### src/rtl/cirq_pkg.sv
package cirq_pkg;

    localparam int LINES        = 8;
    localparam int LINE_W       = $clog2(LINES);
    localparam int CASCADE_PIN  = 2;
    localparam int REDIRECT_IRQ = 9;
    localparam int TOTAL_IRQS   = 2 * LINES;

    typedef logic [LINES-1:0]  line_vec_t;
    typedef logic [LINE_W-1:0] line_idx_t;

    typedef enum logic [1:0] {
        EV_IDLE  = 2'd0,
        EV_ACK   = 2'd1,
        EV_RAISE = 2'd2,
        EV_LOWER = 2'd3
    } ev_kind_e;

    // Decoded event: which kind won this cycle and the line it names.
    typedef struct packed {
        ev_kind_e  kind;
        logic      known;
        logic      sec;
        line_idx_t line;
    } irq_event_t;

    // Reference to one line of either controller.
    typedef struct packed {
        logic      hit;
        logic      sec;
        line_idx_t line;
    } line_ref_t;

    function automatic line_vec_t line_bit(input line_idx_t idx);
        return line_vec_t'(1) << idx;
    endfunction

endpackage

### src/rtl/cirq_event_sel.sv
module cirq_event_sel
    import cirq_pkg::*;
#(
    parameter int NUM_W = 8
) (
    input  logic             raise_vld,
    input  logic [NUM_W-1:0] raise_irq,
    input  logic             lower_vld,
    input  logic [NUM_W-1:0] lower_irq,
    input  logic             ack_vld,
    output irq_event_t       ev
);

    logic [NUM_W-1:0] num;
    logic [NUM_W-1:0] eff;

    always_comb begin
        num     = '0;
        ev.kind = EV_IDLE;
        if (ack_vld) begin
            ev.kind = EV_ACK;
        end else if (raise_vld) begin
            ev.kind = EV_RAISE;
            num     = raise_irq;
        end else if (lower_vld) begin
            ev.kind = EV_LOWER;
            num     = lower_irq;
        end
        // line 2 of the primary is the cascade input; traffic for it is rerouted
        eff      = (num == NUM_W'(CASCADE_PIN)) ? NUM_W'(REDIRECT_IRQ) : num;
        ev.known = (eff < NUM_W'(TOTAL_IRQS));
        ev.sec   = eff[LINE_W];
        ev.line  = eff[LINE_W-1:0];
    end

endmodule

### src/rtl/cirq_bank.sv
module cirq_bank
    import cirq_pkg::*;
(
    input  logic      clk,
    input  logic      rst,
    input  line_vec_t set_req,
    input  line_vec_t clr_req,
    input  line_vec_t set_isr,
    output line_vec_t req,
    output line_vec_t isr
);

    always_ff @(posedge clk) begin
        if (rst) begin
            req <= '0;
            isr <= '0;
        end else begin
            req <= (req | set_req) & ~clr_req;
            isr <= isr | set_isr;
        end
    end


    rst_clear_chk: assert property (@(posedge clk)
        $past(rst) |-> (req == '0 && isr == '0));


    isr_single_chk: assert property (@(posedge clk) disable iff (rst)
        $onehot0(set_isr));


    set_clr_apart_chk: assert property (@(posedge clk) disable iff (rst)
        (set_req & clr_req) == '0);

endmodule

### src/rtl/cirq_arbiter.sv
module cirq_arbiter
    import cirq_pkg::*;
#(
    parameter int VEC_W = 8
) (
    input  logic             clk,
    input  logic             rst,
    input  line_vec_t        p_req,
    input  line_vec_t        p_mask,
    input  line_vec_t        s_req,
    input  line_vec_t        s_mask,
    input  logic [VEC_W-1:0] p_base,
    input  logic [VEC_W-1:0] s_base,
    output line_ref_t        grant,
    output logic             pending,
    output logic [VEC_W-1:0] vector
);

    line_vec_t p_cand;
    line_vec_t s_cand;

    always_comb begin
        p_cand = p_req & ~p_mask;
        s_cand = s_req & ~s_mask & {LINES{~p_mask[CASCADE_PIN]}};
        grant  = '0;
        // scan from lowest rank upward; later hits overwrite earlier ones
        for (int i = LINES - 1; i > CASCADE_PIN; i--) begin
            if (p_cand[i]) grant = '{hit: 1'b1, sec: 1'b0, line: line_idx_t'(i)};
        end
        for (int i = LINES - 1; i >= 0; i--) begin
            if (s_cand[i]) grant = '{hit: 1'b1, sec: 1'b1, line: line_idx_t'(i)};
        end
        for (int i = CASCADE_PIN - 1; i >= 0; i--) begin
            if (p_cand[i]) grant = '{hit: 1'b1, sec: 1'b0, line: line_idx_t'(i)};
        end
        pending = grant.hit;
        if (!grant.hit)
            vector = '0;
        else
            vector = (grant.sec ? s_base : p_base) + VEC_W'(grant.line);
    end


    sec_gate_chk: assert property (@(posedge clk) disable iff (rst)
        (grant.hit && grant.sec) |->
            (!p_mask[CASCADE_PIN] && s_req[grant.line] && !s_mask[grant.line]));


    pri_grant_chk: assert property (@(posedge clk) disable iff (rst)
        (grant.hit && !grant.sec) |->
            (p_req[grant.line] && !p_mask[grant.line] && grant.line != line_idx_t'(CASCADE_PIN)));


    idle_vec_chk: assert property (@(posedge clk) disable iff (rst)
        !pending |-> (vector == '0));

endmodule

### src/rtl/cirq_ack_decode.sv
module cirq_ack_decode
    import cirq_pkg::*;
#(
    parameter int VEC_W = 8
) (
    input  logic             clk,
    input  logic             rst,
    input  logic [VEC_W-1:0] vec,
    input  logic [VEC_W-1:0] p_base,
    input  logic [VEC_W-1:0] s_base,
    output line_ref_t        target
);

    logic [VEC_W:0] p_diff;
    logic [VEC_W:0] s_diff;
    logic           p_in;
    logic           s_in;

    always_comb begin
        p_diff = {1'b0, vec} - {1'b0, p_base};
        s_diff = {1'b0, vec} - {1'b0, s_base};
        // in range when the difference is non-negative and below LINES
        p_in   = !p_diff[VEC_W] && (p_diff[VEC_W-1:LINE_W] == '0);
        s_in   = !s_diff[VEC_W] && (s_diff[VEC_W-1:LINE_W] == '0);
        target = '0;
        if (p_in)
            target = '{hit: 1'b1, sec: 1'b0, line: p_diff[LINE_W-1:0]};
        else if (s_in)
            target = '{hit: 1'b1, sec: 1'b1, line: s_diff[LINE_W-1:0]};
    end


    ack_pri_map_chk: assert property (@(posedge clk) disable iff (rst)
        (target.hit && !target.sec) |-> (p_base + VEC_W'(target.line) == vec));


    ack_sec_map_chk: assert property (@(posedge clk) disable iff (rst)
        (target.hit && target.sec) |-> (s_base + VEC_W'(target.line) == vec));

endmodule

### src/rtl/cascade_irq_resolver.sv
module cascade_irq_resolver
    import cirq_pkg::*;
#(
    parameter int NUM_W = 8,
    parameter int VEC_W = 8
) (
    input  logic             clk,
    input  logic             rst,
    input  logic             raise_vld,
    input  logic [NUM_W-1:0] raise_irq,
    input  logic             lower_vld,
    input  logic [NUM_W-1:0] lower_irq,
    input  logic             ack_vld,
    input  logic [VEC_W-1:0] ack_vec,
    input  logic [VEC_W-1:0] pri_base,
    input  logic [VEC_W-1:0] sec_base,
    input  logic [7:0]       pri_mask,
    input  logic [7:0]       sec_mask,
    input  logic [7:0]       pri_level,
    input  logic [7:0]       sec_level,
    output logic             int_pending,
    output logic [VEC_W-1:0] int_vector,
    output logic [7:0]       pri_req,
    output logic [7:0]       sec_req,
    output logic [7:0]       pri_insvc,
    output logic [7:0]       sec_insvc
);

    irq_event_t ev;
    line_ref_t  tgt;
    line_ref_t  grant;
    line_vec_t  p_set, p_clr, p_isr_set;
    line_vec_t  s_set, s_clr, s_isr_set;
    line_vec_t  s_left;
    line_vec_t  casc_bit;

    cirq_event_sel #(.NUM_W(NUM_W)) u_evsel (
        .raise_vld (raise_vld),
        .raise_irq (raise_irq),
        .lower_vld (lower_vld),
        .lower_irq (lower_irq),
        .ack_vld   (ack_vld),
        .ev        (ev)
    );

    cirq_ack_decode #(.VEC_W(VEC_W)) u_ackdec (
        .clk    (clk),
        .rst    (rst),
        .vec    (ack_vec),
        .p_base (pri_base),
        .s_base (sec_base),
        .target (tgt)
    );

    always_comb begin
        casc_bit  = line_bit(line_idx_t'(CASCADE_PIN));
        p_set     = '0;
        p_clr     = '0;
        p_isr_set = '0;
        s_set     = '0;
        s_clr     = '0;
        s_isr_set = '0;
        s_left    = '0;
        unique case (ev.kind)
            EV_ACK: begin
                if (tgt.hit && !tgt.sec) begin
                    if (pri_req[tgt.line] && !pri_mask[tgt.line]) begin
                        p_isr_set = line_bit(tgt.line);
                        if (!pri_level[tgt.line]) p_clr = line_bit(tgt.line);
                    end
                end else if (tgt.hit && tgt.sec) begin
                    if (sec_req[tgt.line] && !sec_mask[tgt.line]) begin
                        s_isr_set = line_bit(tgt.line);
                        p_isr_set = casc_bit;
                        if (!sec_level[tgt.line]) s_clr = line_bit(tgt.line);
                        if (!pri_level[CASCADE_PIN]) p_clr = casc_bit;
                    end
                end
            end
            EV_RAISE: begin
                if (ev.known && !ev.sec) begin
                    p_set = line_bit(ev.line);
                end else if (ev.known) begin
                    s_set = line_bit(ev.line);
                    p_set = casc_bit;
                end
            end
            EV_LOWER: begin
                if (ev.known && !ev.sec) begin
                    p_clr = line_bit(ev.line);
                end else if (ev.known) begin
                    s_clr  = line_bit(ev.line);
                    s_left = sec_req & ~s_clr & ~sec_mask;
                    if (s_left == '0) p_clr = casc_bit;
                end
            end
            default: ;
        endcase
    end

    cirq_bank u_pri_bank (
        .clk     (clk),
        .rst     (rst),
        .set_req (p_set),
        .clr_req (p_clr),
        .set_isr (p_isr_set),
        .req     (pri_req),
        .isr     (pri_insvc)
    );

    cirq_bank u_sec_bank (
        .clk     (clk),
        .rst     (rst),
        .set_req (s_set),
        .clr_req (s_clr),
        .set_isr (s_isr_set),
        .req     (sec_req),
        .isr     (sec_insvc)
    );

    cirq_arbiter #(.VEC_W(VEC_W)) u_arb (
        .clk     (clk),
        .rst     (rst),
        .p_req   (pri_req),
        .p_mask  (pri_mask),
        .s_req   (sec_req),
        .s_mask  (sec_mask),
        .p_base  (pri_base),
        .s_base  (sec_base),
        .grant   (grant),
        .pending (int_pending),
        .vector  (int_vector)
    );


    raise_sec_chk: assert property (@(posedge clk) disable iff (rst)
        (raise_vld && !ack_vld && raise_irq >= NUM_W'(LINES) && raise_irq < NUM_W'(TOTAL_IRQS))
            |=> pri_req[CASCADE_PIN]);


    far_irq_chk: assert property (@(posedge clk) disable iff (rst)
        (!ack_vld && ((raise_vld && raise_irq >= NUM_W'(TOTAL_IRQS)) ||
                      (!raise_vld && lower_vld && lower_irq >= NUM_W'(TOTAL_IRQS))))
            |=> ($stable(pri_req) && $stable(sec_req)));


    ack_miss_chk: assert property (@(posedge clk) disable iff (rst)
        (ack_vld && !tgt.hit) |=>
            ($stable(pri_req) && $stable(sec_req) && $stable(pri_insvc) && $stable(sec_insvc)));


    sec_ack_chk: assert property (@(posedge clk) disable iff (rst)
        (s_isr_set != '0) |=> (pri_insvc[CASCADE_PIN] && ((sec_insvc & $past(s_isr_set)) != '0)));


    dead_ack_chk: assert property (@(posedge clk) disable iff (rst)
        (ack_vld && tgt.hit && !tgt.sec && (!pri_req[tgt.line] || pri_mask[tgt.line]))
            |=> ($stable(pri_req) && $stable(pri_insvc) && $stable(sec_req)));


    level_keep_chk: assert property (@(posedge clk) disable iff (rst)
        (ack_vld && tgt.hit && !tgt.sec && pri_req[tgt.line] && !pri_mask[tgt.line] && pri_level[tgt.line])
            |=> (pri_req[$past(tgt.line)]));

endmodule

### config.mk
export PLATFORM = sky130hd
export DESIGN_NAME = cascade_irq_resolver
export DESIGN_NICKNAME = d
export VERILOG_FILES = /design/src/rtl/cirq_pkg.sv /design/src/rtl/cirq_event_sel.sv /design/src/rtl/cirq_bank.sv /design/src/rtl/cirq_arbiter.sv /design/src/rtl/cirq_ack_decode.sv /design/src/rtl/cascade_irq_resolver.sv
export SDC_FILE = /design/constraint.sdc
export NUM_CORES = 1
export LEC_CHECK = 0
export BUFFER_PORTS_ARGS = -buffer_cell sky130_fd_sc_hd__buf_2
export CAP_MARGIN = 5
export CORE_MARGIN = 5
export CORE_UTILIZATION = 48
export DETAILED_ROUTE_END_ITERATION = 7
export GPL_ROUTABILITY_DRIVEN = 1
export MAX_ROUTING_LAYER = met4
export PLACE_DENSITY = 0.8
export SYNTH_ARGS = -nofsm -noshare
export SYNTH_HDL_FRONTEND = slang
export SYNTH_HIERARCHICAL = 1
export SYNTH_SLANG_ARGS = --single-unit
### constraint.sdc
create_clock -name clk -period 3.6 [get_ports clk]
set_input_delay 0.18 -clock clk [delete_from_list [all_inputs] [get_ports clk]]
set_output_delay 0.18 -clock clk [all_outputs]
set_load 0.005 [all_outputs]
==> impl_metrics.ini, run 1 <==
[power]
p_seq_frac = 0.319
cellLeakagePower_nw = 2.23
internal_power_mw = 0.755
power.net_switching_mw = 0.365
ir_drop_uv = 221
power_switching_share = 0.326
power_frac_comb = 0.376
portion_of_total_power_attributed_to_the_clock_network = 0.304
power_per_cell_area_nw_per_um2 = 218

[cts]
number_of_h_tree_levels = 2
tritoncts_clock_tree = done
clock_sinks = 32
hold_fix_buffer_count_after_cts = 0
max_clock_buf_depth = 2
clk_pin_slew_ns = 0.07
numCtsBuffers = 5
worstSkewPairLatency_ns = 0.28
root_buffer = clkbuf_8

[timing]
worst_slack_setup_final_ns = 0.125
timing.fmax_mhz = 288
setup-tns-final_ns = 0
fin_crit_ns = 3.47
worst_slew_pin_slew_ns = 0.753
drv_slew = 0
timing.clock.skew_ns = 0.00522
slew_headroom = 0.498
timing.final.hold_violations = 0
setup_viol = 0
period_share = 0.965

[grt]
grt_max_degree = 33
grt_pass1_vias = 4287
grt_first_pass_wirelength_mm = 20.3
grt_overflow_total = 0
grt_util_all_layers = 0.258
grt_antenna_before_repair = 0

[layout]
drive_above_1_share = 0.383
n_fill_cell = 663
finish.net_count = 761
antennaDiodeCount = 0
synthesis_to_finish_area_growth_pct = 36.4

[hold_path]
worstHoldPathType = in -> reg

[worst_setup_path]
timing.critical_path.required_ns = 3.75
crit_path_max_fanout = 8
worstSetupPathType = in -> reg
worstPathCellList = buf_2 > inv_1 > ha_4 > nor2b_2 > or3_4 > o41ai_4 > a21oi_2 > nor4_4 > buf_4 > mux2i_4 > buf_12 > mux2i_1 > mux4_2 > nand2_2 > or2_4 > o22ai_2 > nor3_2
crit_path_max_incr_delay_ns = 0.37
critical_path.endpoint_type = flop
cell_at_the_slowest_stage_of_the_critical_path = mux2i_4
crit_path_start_kind = input port
data_arrival_time_of_the_worst_path_ns = 3.62

[floorplan]
num_io_pins = 118
die-width_um = 98.5
die-height_um = 98.5
area_of_the_core_um2 = 7690
die-area_um2 = 9710
initial_core_util = 0.489
num_rows = 32

[route]
detailroute.via_count = 4490
vias_per_cell = 5.87
totalWireLength_mm = 13.3
post_detailed_route_count_of_antenna_violating_nets = 0
drt_pre_antenna_iters = 6
number_of_remaining_drc_errors = 0
initialDrtViolationCount = 322
post_drt_wl_per_cell_um = 17.4

[job]
cap_viol_max_count = 0

[synth]
syn_area_per_cell_um2 = 7.45
warning_count_from_the_yosys_run = 6
synth_area_um2 = 3760
synth.net_count = 604
syn-instance-count = 505

[placement]
dp_hpwl_mm = 10.3
gp_congestion = 1.02
place_worst_setup_slack_ns = -0.278
numPortBuffers = 117

[outcome]
outcome = complete, no violations
-- routing by layer --
layer	up-vias	part of all wire	track usage
met1	2105	0.40	0.299
li1	2127	-	-
met3	29	0.071	0.0368
met5	-	0	-
met4	0	0.024	0.0893
met2	229	0.50	0.456
-- placed cells by master (no fill, tap or decap), drive strengths merged, types with 4 or more instances in the layout --
master    n
buf     170
nor2    103
inv      43
dfxtp    32
nand2    27
a21oi    19
ha       19
nand2b   18
nor3     18
o22ai    17
nand3b   15
nor2b    15
mux2i    11
o21ai    11
nand4     9
nand3     8
and2      7
clkbuf    7
o221ai    6
a31oi     6
xor2      6
xnor2     6
a211oi    6
or2       6
a21o      5
o32ai     5
o41ai     5
o21a      4
or3       4
nor4      4
-- state kept, by name, indices dropped and copies added (netlist names) --
signal          flops
u_pri_bank/req      8
u_sec_bank/req      8
u_sec_bank/isr      8
u_pri_bank/isr      8
-- repair_timing --
| item | CTS | global route |
|---|---|---|
| gates resized for setup | 1 | 53 |
| cloned | 0 | 1 |
| pin swaps | 0 | 24 |
| buffers inserted | 0 | 1 |
| endpoints found under the setup margin | 1 | 26 |
-- worst paths after layout --
kind	start	end	slack (ns)	cells past startpoint
worst max-delay path	pri_base[2]	u_pri_bank/req[6]	0.13	17
worst min-delay path	sec_mask[2]	u_pri_bank/req[2]	0.38	4
worst max register to register	u_sec_bank/req[7]	u_sec_bank/req[6]	1.80	6
worst min register to register	u_sec_bank/isr[3]	u_sec_bank/isr[3]	0.47	2
-- power groups by stage --
stage / clock network (mW) / registers (mW) / logic [mW]
final: 0.341 / 0.358 / 0.422
after global routing: 0.364 / 0.358 / 0.453
after CTS: 0.345 / 0.357 / 0.375
after detailed placement: 0 / 0.366 / 0.372
after global placement: 0 / 0.365 / 0.362
after floorplan: 0 / 0.365 / 0.222
-- per-stage QoR --
| step | total power [mW] | instances | area, um^2 | hold slack, ns | util |
|---|---|---|---|---|---|
| 3_5_place_dp | 0.737 | 755 | 4730 | 0.453 | 0.615 |
| 3_3_place_gp | 0.727 | 755 | 4730 | 0.444 | 0.615 |
| 5_1_grt | 1.17 | 765 | 5130 | 0.412 | 0.667 |
| 6_report | 1.12 | 765 | 5130 | 0.382 | 0.667 |
| 4_1_cts | 1.08 | 763 | 4840 | 0.376 | 0.629 |
| 2_1_floorplan | 0.587 | 505 | 3760 | 0.372 | - |
-- cell type report --
type | instances | area [um^2] | share of cell area
multi-input combinational | 409 | 3050 | 0.595
timing repair buffer | 171 | 1030 | 0.201
sequential | 32 | 644 | 0.126
inverter | 43 | 166 | 0.0324
tap | 102 | 128 | 0.0249
clock buffer | 6 | 72.6 | 0.0141
clock inverter | 2 | 35.0 | 0.00683
-- critical path, delay by kind of cell --
family	cells	cell delay [ns]
fa+ha+maj	1	0.21
mux	3	0.86
buf+inv	4	0.55
simple gates	6	1.25
compound gates	3	0.57
Note: power is estimated with default switching activity, not from simulation.
==> inputs of run 2 (changes only) <==
CORE_MARGIN = 4   (was 5)
==> run 2 against run 1 <==
Via count decreased by 0.67%. Register-to-register slack got worse by 0.04 ns. Sequential share of layout area increased by 0.28 points. Clock power increased by 13%. Design area decreased by 2.3%. Critical path depth decreased by 1. Largest power group unchanged. Sequential cell count unchanged. Fmax decreased by 2.4%. Utilization decreased by 1.6 points. Hold slack improved by 0.014 ns. Critical endpoint is now u_sec_bank/req[7]. Clock-buffer cell count increased by 1. Combinational power decreased by 3%.
==> impl_metrics.ini, run 2 (synthesis gave the netlist of run 1 again) <==
[outcome]
outcome = complete, no violations

[route]
number_of_remaining_drc_errors = 0
vias_per_cell = 5.85
post_detailed_route_count_of_antenna_violating_nets = 0
totalWireLength_mm = 13.6
drt_pre_antenna_iters = 6
detailroute.via_count = 4460
post_drt_wl_per_cell_um = 17.8
initialDrtViolationCount = 303

[cts]
clock_sinks = 32
worstSkewPairLatency_ns = 0.28
tritoncts_clock_tree = done
numCtsBuffers = 5
number_of_h_tree_levels = 2
max_clock_buf_depth = 2
root_buffer = clkbuf_8
clk_pin_slew_ns = 0.07
hold_fix_buffer_count_after_cts = 0

[timing]
fin_crit_ns = 3.56
timing.final.hold_violations = 0
slew_headroom = 0.519
grt_setup_unrepaired = true
timing.clock.skew_ns = 0.00771
drv_slew = 0
worst_slew_pin_slew_ns = 0.722
period_share = 0.989
timing.fmax_mhz = 281
setup_viol = 0
worst_slack_setup_final_ns = 0.0401

[worst_setup_path]
setup.reg_to_reg.worst_slack_ns = 1.76
data_arrival_time_of_the_worst_path_ns = 3.75
timing.reg2reg.worst_path_depth = 6
worstSetupStartpoint = ack_vec[4]
crit_path_start_kind = input port
timing.critical_path.required_ns = 3.79
endpoint_of_the_most_critical_register_to_register_path = u_sec_bank/req[7]
critical_path.endpoint_type = flop
crit_path_max_fanout = 6
worst_setup_path_endpoint = u_sec_bank/req[7]
reg2reg_from = u_sec_bank/req[7]
worstSetupPathType = in -> reg

[job]
cap_viol_max_count = 0

[floorplan]
area_of_the_core_um2 = 7690
num_rows = 32
die-height_um = 96.5
num_io_pins = 118
initial_core_util = 0.489
die-width_um = 96.5
die-area_um2 = 9320

[hold_path]
worstHoldPathType = in -> reg

[power]
power_per_cell_area_nw_per_um2 = 230
cellLeakagePower_nw = 2.22
design_power_total_mw = 1.15
ir_drop_uv = 251

[placement]
dp_hpwl_mm = 10.6
gp_congestion = 1.05
place_worst_setup_slack_ns = -0.289
numPortBuffers = 117

[layout]
synthesis_to_finish_area_growth_pct = 33.2
antennaDiodeCount = 0
n_fill_cell = 702
mostFrequentLayoutCells = buf_2 (117), nor2_1 (103), buf_4 (50)
drive_above_1_share = 0.360
layout_commonest_cell = buf_2
finish.net_count = 759

[grt]
grt_max_degree = 33
grt_overflow_total = 0
grt_pass1_vias = 4309
grt_util_all_layers = 0.282
grt_first_pass_wirelength_mm = 20.0
grt_antenna_before_repair = 0
## run 2: power by group
| group | internal (mW) | switching [mW] |
|---|---|---|
| registers | 0.356 | 0.00195 |
| logic | 0.187 | 0.223 |
| clock network | 0.244 | 0.140 |
## run 2: final cells by class
type / count / area [um^2] / share of cell area
clock buffers: 7 / 96.3 / 0.0192
clock inverters: 1 / 30.0 / 0.00599
inverters: 43 / 164 / 0.0327
multi-input cells: 409 / 2940 / 0.588
flip-flops and latches: 32 / 643 / 0.128
well taps: 102 / 128 / 0.0255
repair buffers: 169 / 1010 / 0.201
## run 2: worst min-delay path by stage
stage,slack [ns],cells past startpoint,startpoint,to
after detailed placement,0.45,2,u_sec_bank/isr[4],u_sec_bank/isr[4]
after global placement,0.45,2,u_pri_bank/isr[4],u_pri_bank/isr[4]
final,0.40,4,sec_mask[2],u_pri_bank/req[2]
after global routing,0.41,4,sec_mask[2],u_pri_bank/req[2]
after CTS,0.37,4,sec_mask[2],u_pri_bank/req[2]
after floorplan,0.37,2,rst,u_pri_bank/req[0]
## run 2: through the flow
step | std cells | instance area, um^2 | setup TNS, ns | utilization | hold slack, ns
after floorplan | 505 | 3760 | 0 | - | 0.372
after global placement | 752 | 4700 | -0.872 | 0.612 | 0.445
after detailed placement | 752 | 4700 | -3.95 | 0.612 | 0.449
after CTS | 760 | 4830 | 0 | 0.629 | 0.369
after global routing | 763 | 5010 | -0.535 | 0.652 | 0.410
final | 763 | 5010 | 0 | 0.652 | 0.396
## run 2: repair_timing
item | CTS | global route
setup buffers | 0 | 2
pin swaps | 0 | 5
endpoints found under the hold margin | 0 | 0
setup endpoints to repair | 2 | 24
gates cloned | 0 | 1
resized for setup | 2 | 28
## run 2: critical path: stages
cell,delay (ns)
buf_2,0.11
ha_1,0.36
or4_1,0.54
a211oi_2,0.24
o221ai_2,0.16
nor4_4,0.22
buf_4,0.18
mux2i_1,0.07
buf_4,0.15
buf_4,0.14
and4b_1,0.21
or4_4,0.55
nand4_4,0.16
o22ai_2,0.07
and2_1,0.17
nor3_1,0.22
## run 2: routing by layer
metal / vias to the layer above / global-route usage / share of wire / wire [um]
li1: 2120 / - / - / -
met1: 2044 / 0.312 / 0.39 / 5290
met2: 231 / 0.500 / 0.50 / 6770
met3: 65 / 0.0287 / 0.065 / 881
met4: 0 / 0.147 / 0.049 / 672
met5: - / - / 0 / 0
==> inputs of run 3 (changes only) <==
ABC_AREA = 1   (was unset)
CORE_UTILIZATION = 26   (was 48)
PLACE_DENSITY = 0.48   (was 0.8)
==> run 3 against run 2 <==
Power is 5.6% higher. Register-to-register slack better by 0.11 ns. Critical path depth rose by 11. Sequential power barely moved. Via count grew 13%. Sequential cell count is the same. Wire length grew 15%. Die area up 100%. Clock-buffer cell count is 2 lower. Synthesized cell count rose by 59%. Global-route usage decreased by 12 points.
==> impl_metrics.ini, run 3 <==
[outcome]
outcome = complete, no violations

[cts]
worstSkewPairLatency_ns = 0.28
root_buffer = clkbuf_16
number_of_h_tree_levels = 2
clk_pin_slew_ns = 0.06
post-cts-setup-buffer-count = 0
clock_sinks = 32
numCtsBuffers = 5
tritoncts_clock_tree = done
max_clock_buf_depth = 2

[grt]
gr-usage-met2 = 0.255
global_route.usage.met1 = 0.225
grt_antenna_before_repair = 0
grt_util_all_layers = 0.162
grt_max_degree = 19
grt_first_pass_wirelength_mm = 23.5
grt_pass1_vias = 4632
grt_busiest_layer = met2
grt_overflow_total = 0
groute.layer.met3.usage = 0.0212

[floorplan]
num_rows = 47
die-height_um = 138
die-width_um = 138
initial_core_util = 0.264
area_of_the_core_um2 = 16500
die-area_um2 = 18900
num_io_pins = 118

[worst_setup_path]
data_arrival_time_of_the_worst_path_ns = 3.36
worstSetupPathType = in -> reg
endpoint_of_the_most_critical_register_to_register_path = u_sec_bank/req[7]
setup.reg_to_reg.worst_slack_ns = 1.87
critical_path.endpoint_type = flop
crit_path_max_fanout = 9
worstSetupStartpoint = ack_vec[0]
reg2reg_from = u_sec_bank/req[7]
timing.critical_path.required_ns = 3.77
timing.reg2reg.worst_path_depth = 14
crit_path_start_kind = input port

[layout]
finish.net_count = 1027
utilization = 0.325
n_fill_cell = 1924
finalNonFillerCells = 1150
drive_above_1_share = 0.236
synthesis_to_finish_area_growth_pct = 23.3
mostFrequentLayoutCells = nand2_1 (253), inv_1 (129), nor2_1 (126)
layout_commonest_cell = nand2_1

[route]
initialDrtViolationCount = 289
detailroute.via_count = 5062
vias_per_cell = 4.40
post_drt_wl_per_cell_um = 13.6
totalWireLength_mm = 15.6
number_of_remaining_drc_errors = 0
post_detailed_route_count_of_antenna_violating_nets = 0
drt_pre_antenna_iters = 5

[hold_path]
worstHoldPathType = in -> reg
min_to = u_pri_bank/isr[6]
hp-start = rst
timing.hold.worst_path_depth = 2

[timing]
holdWs_ns = 0.303
worst_slew_pin_slew_ns = 0.498
grt_setup_unrepaired = false
timing.clock.skew_ns = 0.00981
fin_crit_ns = 3.19
setup_viol = 0
timing.fmax_mhz = 313
slew_headroom = 0.668
period_share = 0.887
drv_slew = 0
setup-tns-final_ns = 0
timing.final.hold_violations = 0

[power]
power_per_cell_area_nw_per_um2 = 226
design_power_total_mw = 1.22
ir_drop_uv = 174
cellLeakagePower_nw = 2.94

[synth]
synth.net_count = 902
syn-instance-count = 803
syn_area_per_cell_um2 = 5.43
synth_area_um2 = 4360
warning_count_from_the_yosys_run = 6

[placement]
dp_hpwl_mm = 13.3
numPlacedInstances = 1141
gp_congestion = 0.860
numPortBuffers = 117

[job]
cap_viol_max_count = 0
[run 3: final cells by class]
cell class	instances	area (um^2)	area share
inverters	139	548	0.102
flip-flops and latches	32	641	0.119
multi-input cells	619	3070	0.571
clock inverters	3	23.8	0.00442
clock buffers	5	125	0.0233
well taps	220	275	0.0512
diodes	1	2.50	0.000466
repair buffers	131	691	0.128
[run 3: repair_timing]
item                                    CTS  global route
resized for setup                         0             2
endpoints found under the setup margin    0             7
hold buffers                              0             0
[run 3: how the worst max path moves through the flow]
stage / end / slack (ns)
floorplan: u_pri_bank/req[4] / 0.67
global placement: u_sec_bank/req[0] / 0.07
detailed placement: u_sec_bank/req[6] / 0.02
CTS: u_sec_bank/req[6] / 0.29
global route: u_sec_bank/req[0] / 0.01
finish: u_sec_bank/req[7] / 0.41
[run 3: stage by stage]
| stage | setup WS [ns] | instance area [um^2] |
|---|---|---|
| 2_1_floorplan | 0.667 | 4360 |
| 3_3_place_gp | 0.0702 | 5220 |
| 3_5_place_dp | 0.0168 | 5220 |
| 4_1_cts | 0.293 | 5370 |
| 5_1_grt | 0.0122 | 5370 |
| 6_report | 0.408 | 5380 |
[run 3: layer usage]
metal / vias up / wire length [um]
li1: 2718 / -
met5: - / 0
met1: 2227 / 7680
met4: 0 / 110
met3: 10 / 714
met2: 107 / 7080
[run 3: report_power, final]
part	internal (mW)	switching [mW]	leakage (nW)
Clock	0.257	0.170	0.0660
Sequential	0.356	0.00238	0.258
Combinational	0.151	0.279	2.62
[run 3: worst max-delay path, cell delays in order]
cell	delay, ns
buf_2	0.08
inv_1	0.05
ha_1	0.25
fa_1	0.41
inv_1	0.12
nand3_1	0.09
nand3_1	0.10
nand2_1	0.05
nor2_1	0.12
nand3_1	0.16
nor3_4	0.20
nand3_1	0.11
nand2_2	0.18
buf_4	0.20
nand2_1	0.06
nand2_1	0.06
nand2_1	0.04
nand2_1	0.07
nand2_1	0.06
nand2_1	0.08
nand2_1	0.14
nor2_1	0.18
nand2_1	0.09
a21oi_1	0.13
inv_1	0.05
nand2_1	0.07
nor2_2	0.03
